## src/rtl/trapint_pkg.sv

```systemverilog
package trapint_pkg;

  // Width of the accumulator: sample, tap growth, guard bit, step scaling.
  function automatic int acc_width(input int dw, input int ntaps, input int step_log2);
    return dw + $clog2(ntaps) + 1 + step_log2;
  endfunction

  // A tap sits at an end of the trapezoid window.
  function automatic bit tap_is_edge(input int k, input int ntaps);
    return (k == 0) || (k == ntaps - 1);
  endfunction

  // Integer weight in units of half a step: ends 1, interior 2, scaled by the step.
  function automatic int tap_weight(input int k, input int ntaps, input int step_log2);
    return (tap_is_edge(k, ntaps) ? 1 : 2) << step_log2;
  endfunction

endpackage

```

## src/rtl/trapint_split_mul.sv

```systemverilog
module trapint_split_mul #(
  parameter int DW     = 16,
  parameter int PW     = 20,
  parameter int WEIGHT = 1
) (
  input  logic                 clk,
  input  logic                 rst,
  input  logic [DW-1:0]        x,
  output logic signed [PW-1:0] prod
);
  localparam int LOW_W  = DW / 2;
  localparam int HIGH_W = DW - LOW_W;
  localparam logic signed [PW-1:0] WCONST = PW'(WEIGHT);

  logic signed [PW-1:0] low_ext, high_ext;
  logic signed [PW-1:0] low_pp, high_pp;

  assign low_ext  = $signed({{(PW-LOW_W){1'b0}}, x[LOW_W-1:0]});
  assign high_ext = $signed({{(PW-HIGH_W){x[DW-1]}}, x[DW-1:LOW_W]});

  // Stage one: two half-width partial products.
  always_ff @(posedge clk) begin
    if (rst) begin
      low_pp  <= '0;
      high_pp <= '0;
    end else begin
      low_pp  <= low_ext * WCONST;
      high_pp <= high_ext * WCONST;
    end
  end

  // Stage two: recombine on the feed-forward cutset.
  always_ff @(posedge clk) begin
    if (rst) prod <= '0;
    else     prod <= (high_pp <<< LOW_W) + low_pp;
  end

  // Checker state: cycles since reset, saturating at the pipeline depth.
  logic [1:0]           chk_age;
  logic signed [PW-1:0] x_full;
  assign x_full = $signed({{(PW-DW){x[DW-1]}}, x});

  always_ff @(posedge clk) begin
    if (rst)                chk_age <= 2'd0;
    else if (chk_age != 2'd2) chk_age <= chk_age + 2'd1;
  end

  AST_SPLIT_PRODUCT: assert property (@(posedge clk) disable iff (rst)
    (chk_age == 2'd2) |-> (prod == $past(x_full, 2) * WCONST));

endmodule

```

## src/rtl/trapint_fill_ctl.sv

```systemverilog
module trapint_fill_ctl #(
  parameter int NTAPS = 8
) (
  input  logic clk,
  input  logic rst,
  input  logic in_valid,
  output logic chain_en,
  output logic out_en,
  output logic out_valid
);
  localparam int CW  = $clog2(NTAPS);
  localparam int SW  = $clog2(NTAPS + 1);

  logic          stage1_v, stage2_v;
  logic [CW-1:0] fill_cnt;
  logic          window_full;

  assign window_full = (fill_cnt == CW'(NTAPS - 1));
  assign chain_en    = stage2_v;
  assign out_en      = stage2_v && window_full;

  always_ff @(posedge clk) begin
    if (rst) begin
      stage1_v  <= 1'b0;
      stage2_v  <= 1'b0;
      out_valid <= 1'b0;
      fill_cnt  <= '0;
    end else begin
      stage1_v  <= in_valid;
      stage2_v  <= stage1_v;
      out_valid <= out_en;
      if (stage2_v && !window_full) fill_cnt <= fill_cnt + CW'(1);
    end
  end

  // Independent count of samples taken at the input since reset.
  logic [SW-1:0] chk_seen;
  always_ff @(posedge clk) begin
    if (rst)                                       chk_seen <= '0;
    else if (in_valid && chk_seen != SW'(NTAPS))   chk_seen <= chk_seen + SW'(1);
  end

  AST_LATENCY: assert property (@(posedge clk) disable iff (rst)
    out_valid |-> $past(in_valid, 3));

  AST_FULL_WINDOW: assert property (@(posedge clk) disable iff (rst)
    out_valid |-> (chk_seen == SW'(NTAPS)));

endmodule

```

## src/rtl/trapint_top.sv

```systemverilog
module trapint_top
  import trapint_pkg::*;
#(
  parameter int  DW        = 16,
  parameter int  NTAPS     = 8,
  parameter int  STEP_LOG2 = 0,
  localparam int AW        = acc_width(DW, NTAPS, STEP_LOG2)
) (
  input  logic                 clk,
  input  logic                 rst,
  input  logic                 in_valid,
  input  logic [DW-1:0]        in_sample,
  output logic                 out_valid,
  output logic signed [AW-1:0] out_sum
);
  logic                 chain_en, out_en;
  logic signed [AW-1:0] prod  [NTAPS];
  logic signed [AW-1:0] chain [NTAPS];
  logic signed [AW-1:0] tail  [NTAPS];
  logic signed [AW:0]   head_wide;

  trapint_fill_ctl #(.NTAPS(NTAPS)) u_fill (
    .clk      (clk),
    .rst      (rst),
    .in_valid (in_valid),
    .chain_en (chain_en),
    .out_en   (out_en),
    .out_valid(out_valid)
  );

  // Broadcast the sample to every tap product.
  for (genvar k = 0; k < NTAPS; k++) begin : g_tap
    trapint_split_mul #(
      .DW    (DW),
      .PW    (AW),
      .WEIGHT(tap_weight(k, NTAPS, STEP_LOG2))
    ) u_mul (
      .clk (clk),
      .rst (rst),
      .x   (in_sample),
      .prod(prod[k])
    );
    if (k == NTAPS - 1) begin : g_last
      assign tail[k] = '0;
    end else begin : g_mid
      assign tail[k] = chain[k+1];
    end
  end

  assign head_wide = {prod[0][AW-1], prod[0]} + {tail[0][AW-1], tail[0]};

  // Transposed adder chain; index 0 is the output register.
  always_ff @(posedge clk) begin
    if (rst) begin
      for (int k = 0; k < NTAPS; k++) chain[k] <= '0;
    end else begin
      if (chain_en) begin
        for (int k = 1; k < NTAPS; k++) chain[k] <= prod[k] + tail[k];
      end
      if (out_en) chain[0] <= head_wide[AW-1:0];
    end
  end

  assign out_sum = chain[0];

  AST_NO_OVERFLOW: assert property (@(posedge clk) disable iff (rst)
    out_en |-> (head_wide[AW] == head_wide[AW-1]));

  AST_HOLD_IDLE: assert property (@(posedge clk) disable iff (rst)
    (!out_valid && !$past(rst)) |-> $stable(out_sum));

endmodule

```

## config.mk

```make
export PLATFORM = sky130hd
export DESIGN_NAME = trapint_top
export DESIGN_NICKNAME = d
export VERILOG_FILES = /design/src/rtl/trapint_pkg.sv /design/src/rtl/trapint_split_mul.sv /design/src/rtl/trapint_fill_ctl.sv /design/src/rtl/trapint_top.sv
export SDC_FILE = /design/constraint.sdc
export NUM_CORES = 1
export LEC_CHECK = 0
export ABC_AREA = 1
export ABC_CLOCK_PERIOD_IN_PS = 5310
export BUFFER_PORTS_ARGS = -buffer_cell sky130_fd_sc_hd__buf_2
export CAP_MARGIN = 20
export CORE_MARGIN = 2
export CORE_UTILIZATION = 55
export DETAILED_ROUTE_END_ITERATION = 8
export GPL_TIMING_DRIVEN = 0
export PLACE_DENSITY = 0.81
export SLEW_MARGIN = 0
export SYNTH_ARGS = -nofsm -noshare
export SYNTH_HDL_FRONTEND = slang
export SYNTH_SLANG_ARGS = --single-unit
```

## constraint.sdc

```tcl
create_clock -name clk -period 5.31 [get_ports clk]
set_input_delay 1.593 -clock clk [delete_from_list [all_inputs] [get_ports clk]]
set_output_delay 1.593 -clock clk [all_outputs]
set_load 0.005 [all_outputs]
```

==> results of run 1 <==
==> registers in the layout (all words and copies together) (netlist names) <==
register and count:
u_fill.fill_cnt 3, u_fill.chain_en 1, g_tap.u_mul.high_pp 8, g_tap.u_mul.low_pp 8, chain 156, u_fill.stage1_v 1, g_tap.u_mul.prod 16, u_fill.out_valid 1
==> routing by layer <==
| metal | up-vias | routed length [µm] |
|---|---|---|
| li1 | 6315 | - |
| met1 | 5536 | 14300 |
| met2 | 347 | 16100 |
| met3 | 81 | 1700 |
| met4 | 2 | 1060 |
| met5 | - | 13 |
==> critical path, cell delays in order, from the launching register on <==
cell      delay [ns]
edfxtp_1        0.38
buf_4           0.13
buf_2           0.11
==> stage by stage <==
step / util [%] / setup slack (ns) / std cells / hold slack [ns] / power (µW)
global route: 61.3 / 2.37 / 2281 / 0.419 / 3700
floorplan: - / 1.02 / 1885 / 0.388 / 2060
finish: 61.3 / 2.63 / 2281 / 0.404 / 3560
detailed placement: 58.6 / 2.30 / 2248 / 0.396 / 2180
global placement: 58.4 / 0.175 / 2247 / 0.391 / 2170
CTS: 61.2 / 2.62 / 2280 / 0.408 / 3570
==> cells by family (layout without fill, tap and decap cells) <==
| logic type | count (synthesis) | count (layout) |
|---|---|---|
| xor+xnor | 10 | 10 |
| simple gates | 931 | 931 |
| buf+inv | 300 | 372 |
| fa+ha+maj | 134 | 134 |
| flops | 194 | 194 |
| compound gates | 316 | 316 |
==> Yosys cell counts (13+ instances only) <==
master and n:
a21oi_1 197, a22o_1 14, buf_4 25, dfxtp_1 74, edfxtp_1 120, ha_1 127
inv_1 255, nand2_1 522, nand3_1 124, nor2_1 242, nor4_1 13, o21ai_0 74
==> placed cells by master (no fill, tap or decap), types with 14 or more instances in the layout <==
cell type / instances
buf_2: 48
a21oi_1: 197
clkbuf_16: 17
ha_1: 127
edfxtp_1: 120
inv_1: 254
nand2_1: 522
dfxtp_1: 74
nor2_1: 242
a22o_1: 14
buf_4: 25
nand3_1: 124
o21ai_0: 73
==> area by class of cell <==
type / instances / area share (%)
well taps: 324 / 2.72
inverters: 257 / 6.48
clock inverters: 15 / 1.47
plain buffers: 43 / 1.79
multi-input cells: 1391 / 49.0
repair buffers: 40 / 1.64
flip-flops and latches: 194 / 34.1
clock buffers: 17 / 2.85
==> power breakdown <==
part / total [µW] / leakage [µW] / switching, µW / internal, µW
clock: 1400 / 0.000310 / 731 / 673
sequential: 1710 / 0.00186 / 45.6 / 1660
combinational: 446 / 0.00532 / 295 / 151
total: 3560 / 0.00749 / 1070 / 2490
==> final timing paths <==
check             cells after the start                                 end  slack, ns
setup / recovery                      2                          out_sum[8]       2.63
hold / removal                        2  g_tap[0].u_mul.prod[10]$_SDFF_PP0_       0.40
setup reg to reg                     10          chain[0][37]$_SDFFCE_PN0P_       2.65
hold reg to reg                       2  g_tap[0].u_mul.prod[10]$_SDFF_PP0_       0.40
==> flow_summary_export.csv, run 1 <==
group,metric,value,unit
route,drt_pass1_iterations,6,
cts,h-tree-depth,4,
route,drc,0,
grt,grtUsageMet3,4.19,%
synth,async_flop_share,0,%
synth,synth_top_family_by_area,"simple AND/OR/NAND/NOR gates",
setup_path,end_kind,"primary output",
floorplan,initial_core_util,56.0,%
setup_path,cp_max_fo,1,
timing,finalSetupViolations,0,
cts,cts_buffers,17,
placed_design,dpl_cell_area,0.0142,mm²
grt,grt_max_degree,80,
grt,grt_first_pass_wirelength,55100,µm
hold_path,min_path_type,"reg2reg",
grt,grt_pass1_vias,11526,
floorplan,io_pins,40,
placed_design,place_hpwl,24900,µm
synth,yosys.area.top_type,"edfxtp_1",
timing,fmax,374,MHz
cts,clkSlewWorstSetupHoldPaths,0.09,ns
route,vias,12281,
synth,synth_top_area_share,26.5,%
cells_and_area,diodes,0,
placed_design,io_buffers,38,
synth,synth_compound_area_share,12.6,%
synth,synthFlopType,"edfxtp_1",
route,antenna_left,0,
job,drv_cap,0,
synth,synth_edf_count,120,
timing,hold_viol_final,0,
synth,synth_nets,2038,
cts,cts_root_buf,"clkbuf_16",
grt,use_met2,46.6,%
route,viasPerCell,5.38,
synth,muxShareOfSynthArea,0,%
setup_path,critPathKind,"reg2out",
timing,slew_headroom,32.0,%
timing,tightestPinTransition,1.02,ns
setup_path,crit_start,"chain[0][8]$_SDFFCE_PN0P_",
route,wl_per_cell,14.5,µm
setup_path,r2r_start,"g_tap[0].u_mul.prod[1]$_SDFF_PP0_",
timing,finClkSkew,0.0202,ns
synth,yosysWarnings,0,
timing,slew_violations,0,
power,p_leak,0.00749,µW
grt,grt-ovfl-total,0,
setup_path,critPathRequiredTime,3.72,ns
synth,syn_inst,1885,
floorplan,die_area,0.0260,mm²
setup_path,cp-start-kind,"register",
timing,rsz0062_at_grt,"false",
cts,cts.repair.resized,0,
synth,ys_ff_latch,194,
synth,synth_cell_types,35,
route,wl,33200,µm
timing,totalNegativeSetupSlack,0,ns
power,ir_drop,0.000221,V
cts,clk_latency,0.46,ns
cells_and_area,drive_gt1_share,6.29,%
power,power_density,238,mW/mm²
synth,syn-mean-instance-area,7.22,µm²
cts,postCtsHoldBufs,0,
cts,clk_path_buf_depth,2,
synth,synth_area_leaders,"edfxtp_1 (26%), nand2_1 (14%), ha_1 (12%), dfxtp_1 (11%), a21oi_1 (7.2%)",
cells_and_area,design_area,0.0149,mm²
synth,yosysSeqAreaShare,37.3,%
synth,yosys.area_share.adder,12.7,%
setup_path,crit_arrival,1.08,ns
placed_design,gp_congestion,0.913,
synth,yosys.area_share.simple,27.7,%
grt,grt_use_met1,32.5,%
cts,post_cts.repair.setup_buffers,0,
cells_and_area,final_nets,2097,
timing,period_needed,2.68,ns
cts,cts_tree,"done",
synth,syn-cell-area,0.0136,mm²
route,drt-initial-drc-count,1081,
grt,antenna_found_initial,1,
status,status,"complete, no violations",
timing,period_share,50.4,%
synth,synth_xor_area_share,0.643,%
floorplan,rows,57,
floorplan,dieHeight,161,µm
grt,grt.total_usage,26.3,%
floorplan,core,0.0243,mm²
cells_and_area,fill_cells,2162,
cells_and_area,register_area,0.00508,mm²
cts,clkSinkCount,194,
hold_path,min_from,"g_tap[0].u_mul.high_pp[2]$_SDFF_PP0_",
cells_and_area,area_growth,9.56,%
floorplan,die_w,161,µm
cells_and_area,multi_input_area,0.00730,mm²
grt,busiest_layer,"met2",
(Power assumes the default switching activity.)
==> inputs of run 2 (changes only) <==
- ABC_AREA: 1 -> 0
- ABC_CLOCK_PERIOD_IN_PS: 5310 -> 2720
- clock period: 5.31 -> 2.72 ns (I/O delays scaled with it)
==> flow_summary_export.csv, run 2 <==
group,metric,value,unit
cts,cts_tree,"done",
synth,yosysSeqAreaShare,39.6,%
setup_path,critPathKind,"reg2reg",
synth,synth_cell_types,72,
floorplan,io_pins,40,
timing,slew_violations,0,
placed_design,gp_congestion,0.957,
status,status,"complete, no violations",
timing,hold_viol_final,0,
synth,yosysWarnings,0,
setup_path,cp_max_fo,8,
cts,cts_buffers,17,
synth,muxShareOfSynthArea,2.42,%
floorplan,initial_core_util,56.4,%
synth,syn_inst,1344,
power,clkPwrFrac,38.3,%
cells_and_area,largest_reg_flops,156,
synth,synth_common_cells,"nor2_1 (136), ha_1 (127), edfxtp_1 (120)",
timing,tightestPinTransition,0.826,ns
synth,async_flop_share,0,%
cells_and_area,diodes,0,
synth,synth_nets,1497,
cells_and_area,final_nets,1563,
power,power_density,477,mW/mm²
synth,synth_area_leaders,"edfxtp_1 (28%), ha_1 (12%), dfxtp_1 (12%), nor2_1 (4.0%), a21oi_1 (3.9%)",
cells_and_area,final_cell_mix,"nor2_1 (135), ha_1 (126), edfxtp_1 (120)",
cells_and_area,reg.largest.list,"chain (156), g_tap.u_mul.prod (16)",
setup_path,critPathRequiredTime,2.93,ns
synth,synth_top_area_share,28.0,%
cts,h-tree-depth,4,
synth,synth_compound_area_share,19.6,%
grt,grt.total_usage,23.7,%
synth,synth_most_common_cell,"nor2_1",
timing,slew_headroom,44.9,%
floorplan,die_w,157,µm
cells_and_area,area_growth,11.0,%
timing,fin_ws,0.0684,ns
route,antenna_left,0,
grt,grt-ovfl-total,0,
job,drv_cap,0,
grt,antenna_found_initial,0,
setup_path,end_kind,"register",
timing,finalSetupViolations,0,
cts,clk_path_buf_depth,2,
cts,clkSlewWorstSetupHoldPaths,0.08,ns
power,sw_frac_of_total,27.7,%
setup_path,crit_arrival,2.86,ns
synth,ys_ff_latch,194,
grt,grt_max_degree,45,
power,p_leak,0.00602,µW
cells_and_area,regMostFlops,"chain",
synth,yosys.area_share.adder,13.5,%
floorplan,die_area,0.0246,mm²
route,drc,0,
power,internal_power,4920,µW
setup_path,cp-start-kind,"register",
synth,yosys.area_share.simple,17.1,%
placed_design,place_hpwl,20800,µm
route,viasPerCell,6.04,
setup_path,slowest_stage,"dfxtp_4",
timing,period_share,97.5,%
cells_and_area,design_area,0.0143,mm²
synth,syn-cell-area,0.0129,mm²
placed_design,dpl_cell_area,0.0135,mm²
cts,cts_root_buf,"clkbuf_16",
synth,yosys.area.top_type,"edfxtp_1",
placed_design,place_inst,1698,
cells_and_area,final_cells,1736,
synth,synth_xor_area_share,4.36,%
setup_path,path_cells,"ha_2 -> inv_1 -> fa_1 -> nand2b_4 -> a21o_1 -> a211oi_4 -> nor3_1 -> o21ai_1 -> mux2_2",
synth,synthFlopType,"edfxtp_1",
hold_path,min_path_type,"reg2reg",
cells_and_area,drive_gt1_share,10.7,%
route,wl,28700,µm
power,power.switching,1890,µW
floorplan,rows,55,
cells_and_area,final_core_util,62.6,%
cts,clkSinkCount,194,
cells_and_area,fill_cells,1829,
cts,clk_latency,0.45,ns
grt,grt_first_pass_wirelength,46300,µm
route,drt_pass1_iterations,6,
power,ir_drop,0.000409,V
synth,synth_top_family_by_area,"compound AO/OA/AOI/OAI gates",
route,drt-initial-drc-count,716,
floorplan,core,0.0228,mm²
placed_design,pre_cts_slack,-0.624,ns
grt,grt_pass1_vias,10114,
route,wl_per_cell,16.6,µm
placed_design,io_buffers,39,
synth,syn-mean-instance-area,9.56,µm²
cells_and_area,layout_commonest_cell,"nor2_1",
power,power.total,6810,µW
power,share_seq_of_total_power,48.7,%
timing,finClkSkew,0.0121,ns
timing,fmax,377,MHz
route,vias,10493,
floorplan,dieHeight,157,µm
synth,synth_edf_count,120,
setup_path,max_stage_delay,0.41,ns
timing,period_needed,2.65,ns
power,p_comb_share,13.0,%
timing,rsz0062_at_grt,"true",
[run 2: worst paths after layout]
path	start	to	slack [ns]	cells after the start
max reg2reg	g_tap[0].u_mul.prod[0]$_SDFF_PP0_	chain[0][117]$_SDFFCE_PN0P_	0.07	9
max	g_tap[0].u_mul.prod[0]$_SDFF_PP0_	chain[0][117]$_SDFFCE_PN0P_	0.07	9
min reg2reg	g_tap[7].u_mul.low_pp[4]$_SDFF_PP0_	g_tap[0].u_mul.prod[4]$_SDFF_PP0_	0.44	1
min	g_tap[7].u_mul.low_pp[4]$_SDFF_PP0_	g_tap[0].u_mul.prod[4]$_SDFF_PP0_	0.44	1
[run 2: kinds of logic (layout without fill, tap and decap cells)]
group,count (synthesis),after routing
simple gates,448,448
compound gates,373,373
flops,194,194
fa+ha+maj,134,134
buf+inv,100,179
xor+xnor,64,64
mux,31,31
[run 2: per-layer routing]
layer,global-route usage (%),part of all wire [%]
met4,9.70,2.8
met2,45.1,52
met1,26.2,40
met3,3.32,5.0
met5,0,0
[run 2: power groups by stage]
stage / combinational, µW / clock, µW / sequential, µW
finish: 886 / 2600 / 3320
global route: 986 / 2710 / 3330
CTS: 869 / 2600 / 3310
detailed placement: 850 / 0 / 3380
global placement: 810 / 0 / 3380
floorplan: 663 / 0 / 3360
[run 2: critical path: cells and delay by family (launching register included)]
family | cells | cell delay (ns)
flops | 1 | 0.41
simple gates | 2 | 0.30
mux | 1 | 0.36
buf+inv | 1 | 0.05
fa+ha+maj | 2 | 0.59
compound gates | 3 | 0.70
[run 2: timing repair]
action	in CTS	in global routing
setup buffers	5	1
hold buffers	0	0
pin swaps	1	2
gates resized for setup	12	27
endpoints found under the setup margin	53	24
[run 2: area by class of cell]
| type | count | area [µm²] | area share [%] |
|---|---|---|---|
| multi-input combinational | 1050 | 7410 | 51.9 |
| sequential | 194 | 5100 | 35.8 |
| clock buffer | 18 | 429 | 3.01 |
| tap | 313 | 392 | 2.74 |
| buffer | 61 | 320 | 2.25 |
| timing repair buffer | 47 | 293 | 2.05 |
| clock inverter | 14 | 165 | 1.16 |
| inverter | 39 | 154 | 1.08 |
[run 2: per-stage QoR]
step,TNS (ns),hold WS [ns]
2_1_floorplan,-17.65,0.414
3_3_place_gp,-115.59,0.418
3_5_place_dp,-14.47,0.421
4_1_cts,0,0.439
5_1_grt,-0.0114,0.450
6_report,0,0.438
==> inputs of run 3 (changes only) <==
- ABC_CLOCK_PERIOD_IN_PS: 2720 -> 3100
- clock period: 2.72 -> 3.1 ns (I/O delays scaled with it)
==> flow_summary_export.csv, run 3 (synthesized netlist as in run 2, its figures left out) <==
group,metric,value,unit
route,wl_per_cell,16.5,µm
power,clkPwrFrac,38.7,%
cells_and_area,multi_input_area,0.00733,mm²
timing,finClkSkew,0.0124,ns
timing,tightestPinTransition,0.935,ns
timing,hold_viol_final,0,
floorplan,rows,55,
setup_path,r2r-end,"chain[0][117]$_SDFFCE_PN0P_",
floorplan,die_w,157,µm
power,ir_drop,0.000412,V
placed_design,io_buffers,39,
timing,fmax,344,MHz
route,viasPerCell,5.98,
floorplan,core,0.0228,mm²
floorplan,io_pins,40,
hold_path,whs_path_depth,1,
grt,grt.total_usage,24.1,%
setup_path,end_kind,"register",
cts,cts_buffers,17,
timing,rsz0062_at_grt,"false",
setup_path,cp_max_fo,10,
timing,period_needed,2.91,ns
timing,period_share,93.9,%
power,p_comb_share,12.8,%
floorplan,die_area,0.0246,mm²
grt,grt_max_degree,31,
cells_and_area,diodes,0,
timing,finalSetupViolations,0,
cells_and_area,reg.largest.list,"chain (156), g_tap.u_mul.prod (16)",
cells_and_area,drive_gt1_share,8.94,%
timing,slew_violations,0,
route,antenna_left,0,
grt,grt-ovfl-total,0,
setup_path,r2r_setup_slack,0.19,ns
cells_and_area,regMostFlops,"chain",
hold_path,min_path_type,"reg2reg",
power,p_leak,0.00599,µW
grt,antenna_found_initial,0,
cts,h-tree-depth,4,
route,drt-initial-drc-count,873,
cells_and_area,largest_reg_flops,156,
job,drv_cap,0,
cts,cts_tree,"done",
timing,fin_ws,0.189,ns
cells_and_area,register_area,0.00509,mm²
cts,clkSlewWorstSetupHoldPaths,0.08,ns
route,drt_pass1_iterations,5,
timing,slew_headroom,37.6,%
floorplan,initial_core_util,56.4,%
route,wl,28700,µm
setup_path,r2r_start,"g_tap[0].u_mul.prod[1]$_SDFF_PP0_",
grt,grt_pass1_vias,10106,
floorplan,dieHeight,157,µm
status,status,"complete, no violations",
route,vias,10360,
cts,clkSinkCount,194,
cts,clk_path_buf_depth,2,
hold_path,min_from,"g_tap[0].u_mul.high_pp[0]$_SDFF_PP0_",
cells_and_area,final_nets,1560,
cells_and_area,fill_cells,1812,
cts,postCtsHoldBufs,0,
placed_design,gp_congestion,0.955,
power,share_seq_of_total_power,48.6,%
cts,cts_root_buf,"clkbuf_16",
cts,clk_latency,0.45,ns
power,power_density,423,mW/mm²
cells_and_area,final_cell_mix,"nor2_1 (136), ha_1 (127), edfxtp_1 (120)",
placed_design,place_hpwl,21200,µm
cells_and_area,layout_commonest_cell,"nor2_1",
hold_path,hold_end,"g_tap[0].u_mul.prod[8]$_SDFF_PP0_",
setup_path,cp-start-kind,"register",
grt,grt_first_pass_wirelength,47000,µm
setup_path,critPathRequiredTime,3.31,ns
power,sw_frac_of_total,27.8,%
power,power.switching,1670,µW
setup_path,crit_arrival,3.12,ns
setup_path,critPathKind,"reg2reg",
cells_and_area,area_growth,10.2,%
power,power.total,5990,µW
setup_path,r2r_cells,8,
route,drc,0,
power,internal_power,4320,µW
placed_design,pre_cts_slack,-0.260,ns
## run 3: metrics by stage
stage                     setup TNS [ns]  util, %  std cells  hold slack, ns  area, µm²
after global routing                   0     62.2       1733           0.458      14200
final                                  0     62.2       1733           0.439      14200
after global placement            -90.54     59.0       1696           0.418      13400
after floorplan                        0        -       1344           0.414      12900
after CTS                              0     62.0       1731           0.440      14100
after detailed placement          -0.559     59.3       1699           0.421      13500
## run 3: final cells by class
type	count	area share, %
inverter	39	1.09
tap	313	2.76
clock buffer	17	3.00
multi-input combinational	1050	51.8
sequential	194	35.9
buffer	61	2.21
clock inverter	15	1.32
timing repair buffer	44	1.91
## run 3: what timing repair did
| action | in CTS | in global routing |
|---|---|---|
| gates resized for setup | 3 | 7 |
| endpoints found under the hold margin | 0 | 0 |
| buffers inserted | 0 | 2 |
| endpoints found under the setup margin | 4 | 5 |
## run 3: how the worst max path moves through the flow
stage                                        endpoint                         startpoint  slack (ns)  cells past startpoint
after floorplan           chain[0][100]$_SDFFCE_PN0P_                                rst        0.01                      3
after global placement     chain[0][21]$_SDFFCE_PN0P_                                rst       -0.91                      4
after detailed placement   chain[0][59]$_SDFFCE_PN0P_  g_tap[0].u_mul.prod[1]$_SDFF_PP0_       -0.26                      8
after CTS                  chain[0][59]$_SDFFCE_PN0P_  g_tap[0].u_mul.prod[1]$_SDFF_PP0_        0.10                      8
after global routing      chain[0][117]$_SDFFCE_PN0P_  g_tap[0].u_mul.prod[1]$_SDFF_PP0_        0.08                      8
final                     chain[0][117]$_SDFFCE_PN0P_  g_tap[0].u_mul.prod[1]$_SDFF_PP0_        0.19                      8
## run 3: critical path, stage by stage, from the launching register on
cell	delay [ns]
dfxtp_4	0.46
clkinvlp_4	0.25
fa_1	0.47
nand2b_1	0.22
a21o_1	0.23
a211oi_2	0.30
nor3_1	0.12
o21ai_0	0.24
mux2_2	0.37
## run 3: power by group through the flow
stage          clock network [µW]  registers (µW)  logic (µW)
2_1_floorplan                   0            2950         580
3_3_place_gp                    0            2970         708
3_5_place_dp                    0            2970         747
4_1_cts                      2320            2910         755
5_1_grt                      2440            2920         855
6_report                     2320            2910         765
## run 3: layer usage
| metal | up-vias | part of all wire, % | GRT usage [%] |
|---|---|---|---|
| met3 | 55 | 3.8 | 3.38 |
| met4 | 0 | 2.7 | 10.7 |
| met2 | 254 | 52 | 44.9 |
| li1 | 5105 | - | - |
| met1 | 4946 | 41 | 27.1 |
| met5 | - | 0 | 0 |
